`src/rtl/pll_div_pkg.sv`:
```
package pll_div_pkg;
    localparam int M_W    = 11;
    localparam int A_W    = 7;
    localparam int R_W    = 15;
    localparam int CODE_W = 3;
    localparam int MOD_W  = 8;

    typedef struct packed {
        logic [CODE_W-1:0] code;
        logic [M_W-1:0]    m;
        logic [A_W-1:0]    a;
        logic [R_W-1:0]    r;
    } div_cfg_t;

    // base modulus N of the two-modulus prescaler
    function automatic logic [MOD_W-1:0] base_modulus(input logic [CODE_W-1:0] code);
        if (!code[2]) return MOD_W'(8);
        return MOD_W'(16) << code[1:0];
    endfunction
endpackage

```
`src/rtl/pll_prescaler.sv`:
```
module pll_prescaler #(
    parameter int MW = pll_div_pkg::MOD_W
) (
    input  logic          clk,
    input  logic          rst_n,
    input  logic          vco_en_i,
    input  logic [MW-1:0] base_i,
    input  logic          mod_hi_i,
    output logic          wrap_o
);
    logic [MW-1:0] pc_d, pc_q;
    logic [MW-1:0] last_idx;

    always_comb begin
        last_idx = base_i + MW'(mod_hi_i) - MW'(1);
        wrap_o   = vco_en_i && (pc_q >= last_idx);
        pc_d     = pc_q;
        if (wrap_o)        pc_d = '0;
        else if (vco_en_i) pc_d = pc_q + MW'(1);
    end

    always_ff @(posedge clk or negedge rst_n) begin
        if (!rst_n) pc_q <= '0;
        else        pc_q <= pc_d;
    end
endmodule

```
`src/rtl/pll_main_div.sv`:
```
module pll_main_div #(
    parameter int MW = pll_div_pkg::M_W,
    parameter int AW = pll_div_pkg::A_W
) (
    input  logic          clk,
    input  logic          rst_n,
    input  logic          wrap_i,
    input  logic [MW-1:0] m_i,
    input  logic [AW-1:0] a_i,
    output logic          mod_hi_o,
    output logic          fdiv_o
);
    typedef struct packed {
        logic [MW-1:0] cnt;
        logic          pulse;
    } st_t;

    st_t s_d, s_q;
    logic frame_end;

    always_comb begin
        mod_hi_o  = s_q.cnt < {{(MW-AW){1'b0}}, a_i};
        frame_end = s_q.cnt >= (m_i - MW'(1));
        s_d       = s_q;
        s_d.pulse = 1'b0;
        if (wrap_i) begin
            if (frame_end) begin
                s_d.cnt   = '0;
                s_d.pulse = 1'b1;
            end else begin
                s_d.cnt = s_q.cnt + MW'(1);
            end
        end
    end

    always_ff @(posedge clk or negedge rst_n) begin
        if (!rst_n) s_q <= '0;
        else        s_q <= s_d;
    end

    assign fdiv_o = s_q.pulse;
endmodule

```
`src/rtl/pll_ref_div.sv`:
```
module pll_ref_div #(
    parameter int RW = pll_div_pkg::R_W
) (
    input  logic          clk,
    input  logic          rst_n,
    input  logic          ref_en_i,
    input  logic [RW-1:0] r_i,
    output logic          rdiv_o
);
    typedef struct packed {
        logic [RW-1:0] cnt;
        logic          pulse;
    } st_t;

    st_t s_d, s_q;

    always_comb begin
        s_d       = s_q;
        s_d.pulse = 1'b0;
        if (ref_en_i) begin
            if (s_q.cnt >= (r_i - RW'(1))) begin
                s_d.cnt   = '0;
                s_d.pulse = 1'b1;
            end else begin
                s_d.cnt = s_q.cnt + RW'(1);
            end
        end
    end

    always_ff @(posedge clk or negedge rst_n) begin
        if (!rst_n) s_q <= '0;
        else        s_q <= s_d;
    end

    assign rdiv_o = s_q.pulse;
endmodule

```
`src/rtl/pll_pfd_lock.sv`:
```
module pll_pfd_lock #(
    parameter int TOL    = 4,
    parameter int LOCK_N = 16
) (
    input  logic clk,
    input  logic rst_n,
    input  logic ref_i,
    input  logic fb_i,
    output logic up_o,
    output logic dn_o,
    output logic locked_o
);
    localparam int TW = $clog2(TOL + 1);
    localparam int GW = $clog2(LOCK_N + 1);

    typedef struct packed {
        logic          up;
        logic          dn;
        logic [TW-1:0] w;
        logic [GW-1:0] good;
    } st_t;

    st_t s_d, s_q;
    logic          act, up_n, dn_n;
    logic [TW-1:0] w_eff;

    always_comb begin
        s_d  = s_q;
        act  = s_q.up | s_q.dn;
        up_n = s_q.up | ref_i;
        dn_n = s_q.dn | fb_i;
        if (up_n && dn_n) begin
            up_n = 1'b0;
            dn_n = 1'b0;
        end
        s_d.up = up_n;
        s_d.dn = dn_n;

        w_eff = (act && (s_q.w != TW'(TOL))) ? s_q.w + TW'(1) : s_q.w;
        if (ref_i) begin
            s_d.w = '0;
            if (w_eff >= TW'(TOL))              s_d.good = '0;
            else if (s_q.good != GW'(LOCK_N))   s_d.good = s_q.good + GW'(1);
        end else begin
            s_d.w = w_eff;
        end
    end

    always_ff @(posedge clk or negedge rst_n) begin
        if (!rst_n) s_q <= '0;
        else        s_q <= s_d;
    end

    assign up_o     = s_q.up;
    assign dn_o     = s_q.dn;
    assign locked_o = (s_q.good == GW'(LOCK_N));
endmodule

```
`src/rtl/pll_if_synth_div.sv`:
```
module pll_if_synth_div
    import pll_div_pkg::*;
#(
    parameter int TOL      = 4,
    parameter int LOCK_N   = 16,
    parameter int DEF_CODE = 0,
    parameter int DEF_M    = 4,
    parameter int DEF_A    = 2,
    parameter int DEF_R    = 34
) (
    input  logic              clk,
    input  logic              rst_n,
    input  logic              vco_en_i,
    input  logic              ref_en_i,
    input  logic [M_W-1:0]    m_i,
    input  logic [A_W-1:0]    a_i,
    input  logic [R_W-1:0]    r_i,
    input  logic [CODE_W-1:0] psc_code_i,
    input  logic              pol_inv_i,
    input  logic              pump_off_i,
    input  logic              rx_lock_inv_i,
    input  logic              tx_lock_inv_i,
    input  logic              lock_sel_i,
    input  logic              tx_lock_i,
    input  logic              ext_lock_i,
    output logic              fdiv_o,
    output logic              rdiv_o,
    output logic              mod_ctl_o,
    output logic              pump_up_o,
    output logic              pump_dn_o,
    output logic              pump_oe_o,
    output logic              lock_o,
    output logic              prog_err_o
);
    typedef struct packed {
        div_cfg_t cfg;
        logic     err;
    } st_t;

    localparam div_cfg_t CFG_RST = '{code: CODE_W'(DEF_CODE), m: M_W'(DEF_M),
                                    a: A_W'(DEF_A), r: R_W'(DEF_R)};

    st_t            s_d, s_q;
    logic [MOD_W-1:0] base_in, base_act;
    logic           prog_ok, wrap, up_raw, dn_raw, local_lock, rx_l, tx_l;

    always_comb begin
        base_in = base_modulus(psc_code_i);
        prog_ok = (MOD_W'(a_i) < base_in) && (m_i >= M_W'(a_i)) &&
                  (m_i != '0) && (r_i != '0);
        s_d     = s_q;
        s_d.err = !prog_ok;
        if (prog_ok) begin
            s_d.cfg.code = psc_code_i;
            s_d.cfg.m    = m_i;
            s_d.cfg.a    = a_i;
            s_d.cfg.r    = r_i;
        end
    end

    always_ff @(posedge clk or negedge rst_n) begin
        if (!rst_n) s_q <= '{cfg: CFG_RST, err: 1'b0};
        else        s_q <= s_d;
    end

    assign base_act = base_modulus(s_q.cfg.code);

    pll_prescaler #(.MW(MOD_W)) u_psc (
        .clk(clk), .rst_n(rst_n), .vco_en_i(vco_en_i),
        .base_i(base_act), .mod_hi_i(mod_ctl_o), .wrap_o(wrap)
    );

    pll_main_div #(.MW(M_W), .AW(A_W)) u_mdiv (
        .clk(clk), .rst_n(rst_n), .wrap_i(wrap),
        .m_i(s_q.cfg.m), .a_i(s_q.cfg.a), .mod_hi_o(mod_ctl_o), .fdiv_o(fdiv_o)
    );

    pll_ref_div #(.RW(R_W)) u_rdiv (
        .clk(clk), .rst_n(rst_n), .ref_en_i(ref_en_i),
        .r_i(s_q.cfg.r), .rdiv_o(rdiv_o)
    );

    pll_pfd_lock #(.TOL(TOL), .LOCK_N(LOCK_N)) u_pfd (
        .clk(clk), .rst_n(rst_n), .ref_i(rdiv_o), .fb_i(fdiv_o),
        .up_o(up_raw), .dn_o(dn_raw), .locked_o(local_lock)
    );

    always_comb begin
        pump_oe_o  = !pump_off_i;
        pump_up_o  = !pump_off_i && (pol_inv_i ? dn_raw : up_raw);
        pump_dn_o  = !pump_off_i && (pol_inv_i ? up_raw : dn_raw);
        rx_l       = local_lock ^ rx_lock_inv_i;
        tx_l       = tx_lock_i ^ tx_lock_inv_i;
        lock_o     = ext_lock_i && (lock_sel_i ? tx_l : rx_l);
        prog_err_o = s_q.err;
    end
endmodule

```
`config.mk`:
```
export PLATFORM = sky130hd
export DESIGN_NAME = pll_if_synth_div
export DESIGN_NICKNAME = d
export VERILOG_FILES = /design/src/rtl/pll_div_pkg.sv /design/src/rtl/pll_prescaler.sv /design/src/rtl/pll_main_div.sv /design/src/rtl/pll_ref_div.sv /design/src/rtl/pll_pfd_lock.sv /design/src/rtl/pll_if_synth_div.sv
export SDC_FILE = /design/constraint.sdc
export NUM_CORES = 1
export LEC_CHECK = 0
export BUFFER_PORTS_ARGS = -buffer_cell sky130_fd_sc_hd__buf_2
export CORE_ASPECT_RATIO = 1.5
export CORE_MARGIN = 2
export CORE_UTILIZATION = 25
export DETAILED_ROUTE_END_ITERATION = 6
export PLACE_DENSITY = 0.46
export SLEW_MARGIN = 25
export SYNTH_ARGS = -nofsm -noshare
export SYNTH_HDL_FRONTEND = slang
export SYNTH_SLANG_ARGS = --single-unit
export TNS_END_PERCENT = 5
```
`constraint.sdc`:
```
create_clock -name clk -period 3.9 [get_ports clk]
set_input_delay 0.39 -clock clk [delete_from_list [all_inputs] [get_ports clk]]
set_output_delay 0.39 -clock clk [all_outputs]
set_load 0.02 [all_outputs]
```
==> flow_summary.json, run 1 <==
{
  "fin_crit_sh_pct": 94.6,
  "yosys.area.top_type_share_pct": 36.0,
  "place_congestion": 0.760,
  "track_usage_pct": 11.5,
  "p_per_area_nw_per_um2": 536,
  "viasPerCell": 4.71,
  "ys_top_cells_by_count": "dfrtp_1 (79), ha_1 (61), nor2_1 (42)",
  "hpwl_um": 10000,
  "remaining_drc_errors": 0,
  "cap_violations": 0,
  "synthTopCellsByArea": "dfrtp_1 (36%), ha_1 (14%), mux2_4 (6.0%), xnor2_1 (4.1%), o21ai_0 (2.9%)",
  "cts_tree": "built",
  "gr-total-overflow": 0,
  "postRouteAntennaNets": 0,
  "antenna_cells": 0,
  "syn_area_um2": 5500,
  "synthFlopType": "dfrtp_1",
  "antenna_found_initial": 0,
  "die_area_um2": 23200,
  "crit_arrival_ns": 3.95,
  "hold_path.class": "input pin to asynchronous set/reset pin",
  "initial_utilization_pct": 25.4,
  "syn_inst": 538,
  "cts.sinks": 83,
  "fmax_mhz": 271,
  "power.total_uw": 3420,
  "dieWidth_um": 125,
  "tightestPinTransition_ns": 0.794,
  "relSlewSlack_pct": 47.1,
  "cp-end-kind": "flip-flop",
  "cp_data_required_time_ns": 4.16,
  "drt_iter0_drc": 95,
  "async_reset_ff_share_pct": 100,
  "start_kind": "flip-flop",
  "nFillCells": 2251,
  "io_pins": 55,
  "synth_top_area_cell": "dfrtp_1",
  "htreeDepth": 3,
  "first_pass_iters": 6,
  "layout-drive-gt1-share_pct": 20.4,
  "first_global_vias": 4228,
  "wl_um": 12900,
  "ys_seq_area_share_pct": 37.9,
  "synth_edf_count": 0,
  "wire_per_inst_um": 14.7,
  "setup_viol": 0,
  "fin_skew_ns": 0.0106,
  "post_synth_num_cell_types": 54,
  "std_cell_rows": 66,
  "cp_max_fo": 9,
  "clockRootBuffer": "clkbuf_16",
  "grt_start_max_net_pins": 59,
  "hold_violations": 0,
  "nets": 711,
  "critical_path_class": "flip-flop to flip-flop",
  "period_needed_ns": 3.69,
  "seq_area_um2": 2080,
  "portBuffers": 54,
  "avgSynthCellArea_um2": 10.2,
  "multi_input_area_um2": 3210,
  "whs_ns": 0.133,
  "status": "finished, final reports clean",
  "synthesis.nets": 646,
  "area_delta_synth_final_pct": 16.1,
  "worstSkewPairLatency_ns": 0.35,
  "dp_cells": 861,
  "slew_viol_final": 0,
  "clk_pin_slew_worst_paths_ns": 0.06,
  "fp.coreArea_um2": 21600,
  "numCtsBuffers": 9,
  "die_y_um": 186,
  "p_leak_uw": 0.00300,
  "synth.most_common_cell": "dfrtp_1",
  "clockBufferDepth": 2,
  "via_count": 4143,
  "ys_warn_count": 0,
  "synth_seq_cells": 83,
  "peakVddDrop_uv": 229,
  "layoutNonFillerInstCount": 880,
  "grt_pass1_wl_um": 21300
}
[layer usage]
| layer | track usage (%) | part of all wire, % |
|---|---|---|
| met5 | 0 | 0 |
| met4 | 5.33 | 2.6 |
| met2 | 21.4 | 53 |
| met3 | 1.75 | 2.2 |
| met1 | 12.9 | 42 |
[critical path, stage by stage (launching register included)]
cell      delay [ns]
dfrtp_1         0.42
or4_1           0.57
a211oi_1        0.26
o21a_2          0.28
inv_1           0.09
ha_1            0.21
xor2_1          0.17
ha_1            0.27
and4_1          0.19
nand2_1         0.07
o32ai_1         0.35
o21ai_2         0.22
or3_1           0.40
o21ai_0         0.09
[cell families after synthesis]
kind of cell,share of synthesized area [%]
simple gates,16.7
compound gates,11.2
mux,10.0
buf+inv,3.71
fa+ha+maj,13.9
xor+xnor,6.53
flops,37.9
[final timing paths]
kind | start | to | slack [ns] | cells after the start
max in group asynchronous | rst_n | s_q[17]$_DFFE_PN1P_ | 2.88 | 2
min in group clk | r_i[7] | s_q[8]$_DFFE_PN0P_ | 0.28 | 2
setup / recovery | u_mdiv.s_q[10]$_DFFE_PN0P_ | u_mdiv.s_q[6]$_DFFE_PN0P_ | 0.21 | 13
setup reg to reg | u_mdiv.s_q[10]$_DFFE_PN0P_ | u_mdiv.s_q[6]$_DFFE_PN0P_ | 0.21 | 13
hold reg to reg | s_q[17]$_DFFE_PN1P_ | s_q[17]$_DFFE_PN1P_ | 0.49 | 2
hold / removal | rst_n | s_q[27]$_DFFE_PN0P_ | 0.13 | 1
[per-stage QoR]
| stage | instance area, um^2 | worst slack (ns) | utilization [%] | setup TNS [ns] |
|---|---|---|---|---|
| after floorplan | 5500 | 0.403 | - | 0 |
| after detailed placement | 6060 | 0.141 | 28.0 | 0 |
| after global placement | 6060 | 0.221 | 28.0 | 0 |
| final | 6380 | 0.212 | 29.5 | 0 |
| after global routing | 6380 | -0.00203 | 29.5 | -0.00203 |
| after CTS | 6360 | 0.117 | 29.4 | 0 |
[state kept, by name, indices dropped and copies added (netlist names), 8 cells and up]
register / count
u_rdiv.s_q: 15
s_q: 36
u_mdiv.s_q: 11
u_pfd.s_q: 8
u_psc.pc_q: 8
[repair_timing]
| item | in CTS | in global routing |
|---|---|---|
| buffers inserted | 0 | 3 |
| gates resized for setup | 0 | 1 |
| hold endpoints to repair | 0 | 0 |
| hold buffers | 0 | 0 |
| setup endpoints to repair | 0 | 6 |
[area by class of cell]
cell class                      instances  area share, %
Inverter                               33           1.94
Timing Repair Buffer                   61           5.10
Sequential cell                        83           32.6
Clock buffer                           13           4.39
Tap cell                              272           5.33
Clock inverter                          3          0.314
Multi-Input combinational cell        415           50.3
[cell usage in the layout (no fill, tap or decap), drive strengths merged, types with 2 or more instances in the layout]
| cell | instances |
|---|---|
| clkbuf | 13 |
| o21a | 5 |
| nand2 | 36 |
| and3 | 9 |
| nand3 | 16 |
| xnor2 | 26 |
| buf | 61 |
| mux2i | 12 |
| a21oi | 20 |
| mux2 | 31 |
| or3 | 4 |
| or4 | 3 |
| nand2b | 10 |
| nor4 | 12 |
| inv | 33 |
| nand3b | 5 |
| nor2 | 42 |
| nor2b | 4 |
| a21o | 11 |
| a2111oi | 2 |
| dfstp | 4 |
| clkinvlp | 2 |
| o2111ai | 2 |
| nor3 | 15 |
| dfrtp | 79 |
| xor2 | 15 |
| and4 | 2 |
| o21ai | 34 |
| ha | 61 |
| nand4 | 8 |
| or2 | 3 |
| nor3b | 4 |
| o2bb2ai | 5 |
| a211oi | 5 |
[power breakdown]
group          total, uW  leakage, uW  internal (uW)  switching (uW)
Sequential          1270      0.00102           1040             225
Clock                853     0.000144            500             353
Combinational       1300      0.00183            609             692
Total               3420      0.00300           2150            1270
Power figures use the tool's default switching activity.
==> inputs of run 2 (changes only) <==
--- a/config.mk
+++ b/config.mk
@@ -5,6 +5,7 @@
 export SDC_FILE = /design/constraint.sdc
 export NUM_CORES = 1
 export LEC_CHECK = 0
+export ABC_AREA = 1
 export BUFFER_PORTS_ARGS = -buffer_cell sky130_fd_sc_hd__buf_2
 export CORE_ASPECT_RATIO = 1.5
 export CORE_MARGIN = 2
==> run 2 against run 1 <==
Compared with the run above:
- clock skew about the same
- core utilization down 0.43 points
- first-iteration DRC count up 85%
- die area up 9.0%
- sequential share of layout area down 2.3 points
- global-route usage up 0.23 points
- clock power up 8.3%
- sequential power up 4%
- highest routed layer unchanged
==> flow_summary.json, run 2 <==
{
  "status": "finished, final reports clean",
  "portBuffers": 54,
  "r2r_setup_slack_ns": 0.71,
  "synth_top_area_cell": "dfrtp_1",
  "cp-end-kind": "flip-flop",
  "r2r-start": "s_q[1]$_DFFE_PN0P_",
  "hpwl_um": 10600,
  "track_usage_pct": 11.7,
  "cts_tree": "built",
  "switching_share_pct": 40.1,
  "post-route-util_pct": 29.1,
  "htreeDepth": 3,
  "reg2reg_depth": 16,
  "place_congestion": 0.755,
  "slew_viol_final": 0,
  "numCtsBuffers": 9,
  "regMostFlops": "s_q",
  "die_area_um2": 25300,
  "p_leak_uw": 0.00351,
  "synth.most_common_cell": "nand2_1",
  "largest_reg_flops": 36,
  "syn_area_um2": 6000,
  "fmax_mhz": 313,
  "clockBufferDepth": 2,
  "remaining_drc_errors": 0,
  "die_y_um": 194,
  "post_cts_resized": 0,
  "clockRootBuffer": "clkbuf_16",
  "p_sw_uw": 1460,
  "synth_fa_ha_area_share_pct": 12.7,
  "antenna_cells": 0,
  "area_delta_synth_final_pct": 14.6,
  "p_comb_share_pct": 38.6,
  "first_pass_iters": 4,
  "async_reset_ff_share_pct": 100,
  "reg.largest.list": "s_q (36), u_rdiv.s_q (15), u_mdiv.s_q (11)",
  "postRouteAntennaNets": 0,
  "p_per_area_nw_per_um2": 530,
  "rsz0062_at_grt": "no",
  "ys_top_cells_by_count": "nand2_1 (232), nor2_1 (88), inv_1 (87)",
  "dieWidth_um": 131,
  "gr-total-overflow": 0,
  "synthFlopType": "dfrtp_1",
  "post_cts_buffers": 0,
  "drt_iter0_drc": 176,
  "grt_start_max_net_pins": 69,
  "synth_top_family_by_area": "simple AND/OR/NAND/NOR gates",
  "muxShareOfSynthArea_pct": 0.167,
  "rr_endpoint": "u_rdiv.s_q[1]$_DFFE_PN0P_",
  "yosys.area.top_type_share_pct": 32.9,
  "fin_skew_ns": 0.0104,
  "wl_um": 13900,
  "power_frac_clock_pct": 25.3,
  "hold_violations": 0,
  "final_cell_mix": "nand2_1 (232), nor2_1 (88), inv_1 (87)",
  "synth_seq_cells": 83,
  "synthesis.nets": 913,
  "cap_violations": 0,
  "clk_pin_slew_worst_paths_ns": 0.06,
  "synth-simple-area-share_pct": 33.1,
  "synthTopCellsByArea": "dfrtp_1 (33%), nand2_1 (15%), ha_1 (13%), nand3_1 (6.1%), nor2_1 (5.5%)",
  "cts_hold_buf": 0,
  "nFillCells": 2652,
  "critical_path_class": "flip-flop to flip-flop",
  "worstSkewPairLatency_ns": 0.35,
  "relSlewSlack_pct": 55.5,
  "fp.coreArea_um2": 23700,
  "ys_warn_count": 0,
  "nets": 964,
  "hold_path.class": "input pin to asynchronous set/reset pin",
  "wire_per_inst_um": 11.8,
  "start_kind": "flip-flop",
  "grt_pass1_wl_um": 23900,
  "ys_seq_area_share_pct": 34.7,
  "via_count": 5048,
  "yosys.area_share.xor_xnor_pct": 7.00,
  "layout_commonest_cell": "nand2_1",
  "setup_viol": 0,
  "cp_data_required_time_ns": 4.14,
  "initial_utilization_pct": 25.4,
  "cp_max_fo": 16,
  "crit_arrival_ns": 3.43,
  "fin_crit_sh_pct": 81.9,
  "p_int_uw": 2180,
  "avgSynthCellArea_um2": 7.46,
  "antenna_found_initial": 0,
  "synth_compound_area_share_pct": 4.75,
  "power.total_uw": 3650,
  "io_pins": 55,
  "setup_tns_ns": 0,
  "period_needed_ns": 3.19,
  "first_global_vias": 5004,
  "layout-drive-gt1-share_pct": 10.7,
  "peakVddDrop_uv": 265,
  "std_cell_rows": 69,
  "post_synth_num_cell_types": 35,
  "synth_edf_count": 0,
  "seqPwrFrac_pct": 36.1,
  "cts.sinks": 83,
  "tightestPinTransition_ns": 0.666,
  "viasPerCell": 4.28,
  "syn_inst": 805
}
[run 2: power groups by stage]
stage	combinational (uW)	sequential, uW	clock [uW]
floorplan	1120	1260	0
global placement	1420	1330	0
detailed placement	1440	1330	0
CTS	1440	1320	963
global route	1680	1360	995
finish	1410	1320	924
[run 2: worst max path at each step]
stage | from | end | depth (start not counted)
CTS | s_q[1]$_DFFE_PN0P_ | u_rdiv.s_q[1]$_DFFE_PN0P_ | 16
floorplan | u_mdiv.s_q[7]$_DFFE_PN0P_ | u_mdiv.s_q[10]$_DFFE_PN0P_ | 18
finish | s_q[1]$_DFFE_PN0P_ | u_rdiv.s_q[1]$_DFFE_PN0P_ | 16
global route | s_q[1]$_DFFE_PN0P_ | u_rdiv.s_q[1]$_DFFE_PN0P_ | 16
global placement | s_q[1]$_DFFE_PN0P_ | u_rdiv.s_q[1]$_DFFE_PN0P_ | 16
detailed placement | s_q[1]$_DFFE_PN0P_ | u_rdiv.s_q[1]$_DFFE_PN0P_ | 16
[run 2: kinds of logic after synthesis]
family          Yosys count
mux                       1
compound gates           54
buf+inv                 104
simple gates            454
fa+ha+maj                61
flops                    83
xor+xnor                 48
[run 2: through the flow]
| stage | std cells | setup slack, ns | hold slack (ns) | area [um^2] |
|---|---|---|---|---|
| floorplan | 805 | 1.18 | 0.0944 | 6000 |
| global placement | 1164 | 0.785 | 0.453 | 6560 |
| detailed placement | 1164 | 0.650 | 0.459 | 6560 |
| CTS | 1180 | 0.637 | 0.230 | 6870 |
| global route | 1180 | 0.384 | 0.121 | 6880 |
| finish | 1180 | 0.705 | 0.0476 | 6880 |
[run 2: worst max-delay path, stage by stage (launching register included)]
cell     delay, ns
dfrtp_1       0.37
inv_1         0.12
ha_1          0.20
inv_1         0.06
nor3_2        0.30
nand3_1       0.17
nor2_1        0.12
nand2_1       0.07
xor2_1        0.14
ha_1          0.29
nand2_1       0.11
inv_1         0.06
nand2_1       0.06
nand2_1       0.04
a21oi_1       0.11
nand3_1       0.50
o21ai_0       0.37
[run 2: cell type report]
cell class	instances	area (um^2)	share of cell area, %
repair buffers	56	292	4.24
inverters	88	330	4.80
clock buffers	11	233	3.38
well taps	319	399	5.80
flip-flops and latches	83	2080	30.3
multi-input cells	618	3460	50.4
clock inverters	5	77.6	1.13
[run 2: per-layer routing]
metal	wire [um]	share of wire, %	GRT usage, %	vias to the layer above
met5	0	0	0	-
li1	-	-	-	2688
met3	363	2.6	1.82	18
met2	6850	49	19.9	65
met4	299	2.2	4.57	0
met1	6360	46	14.8	2277
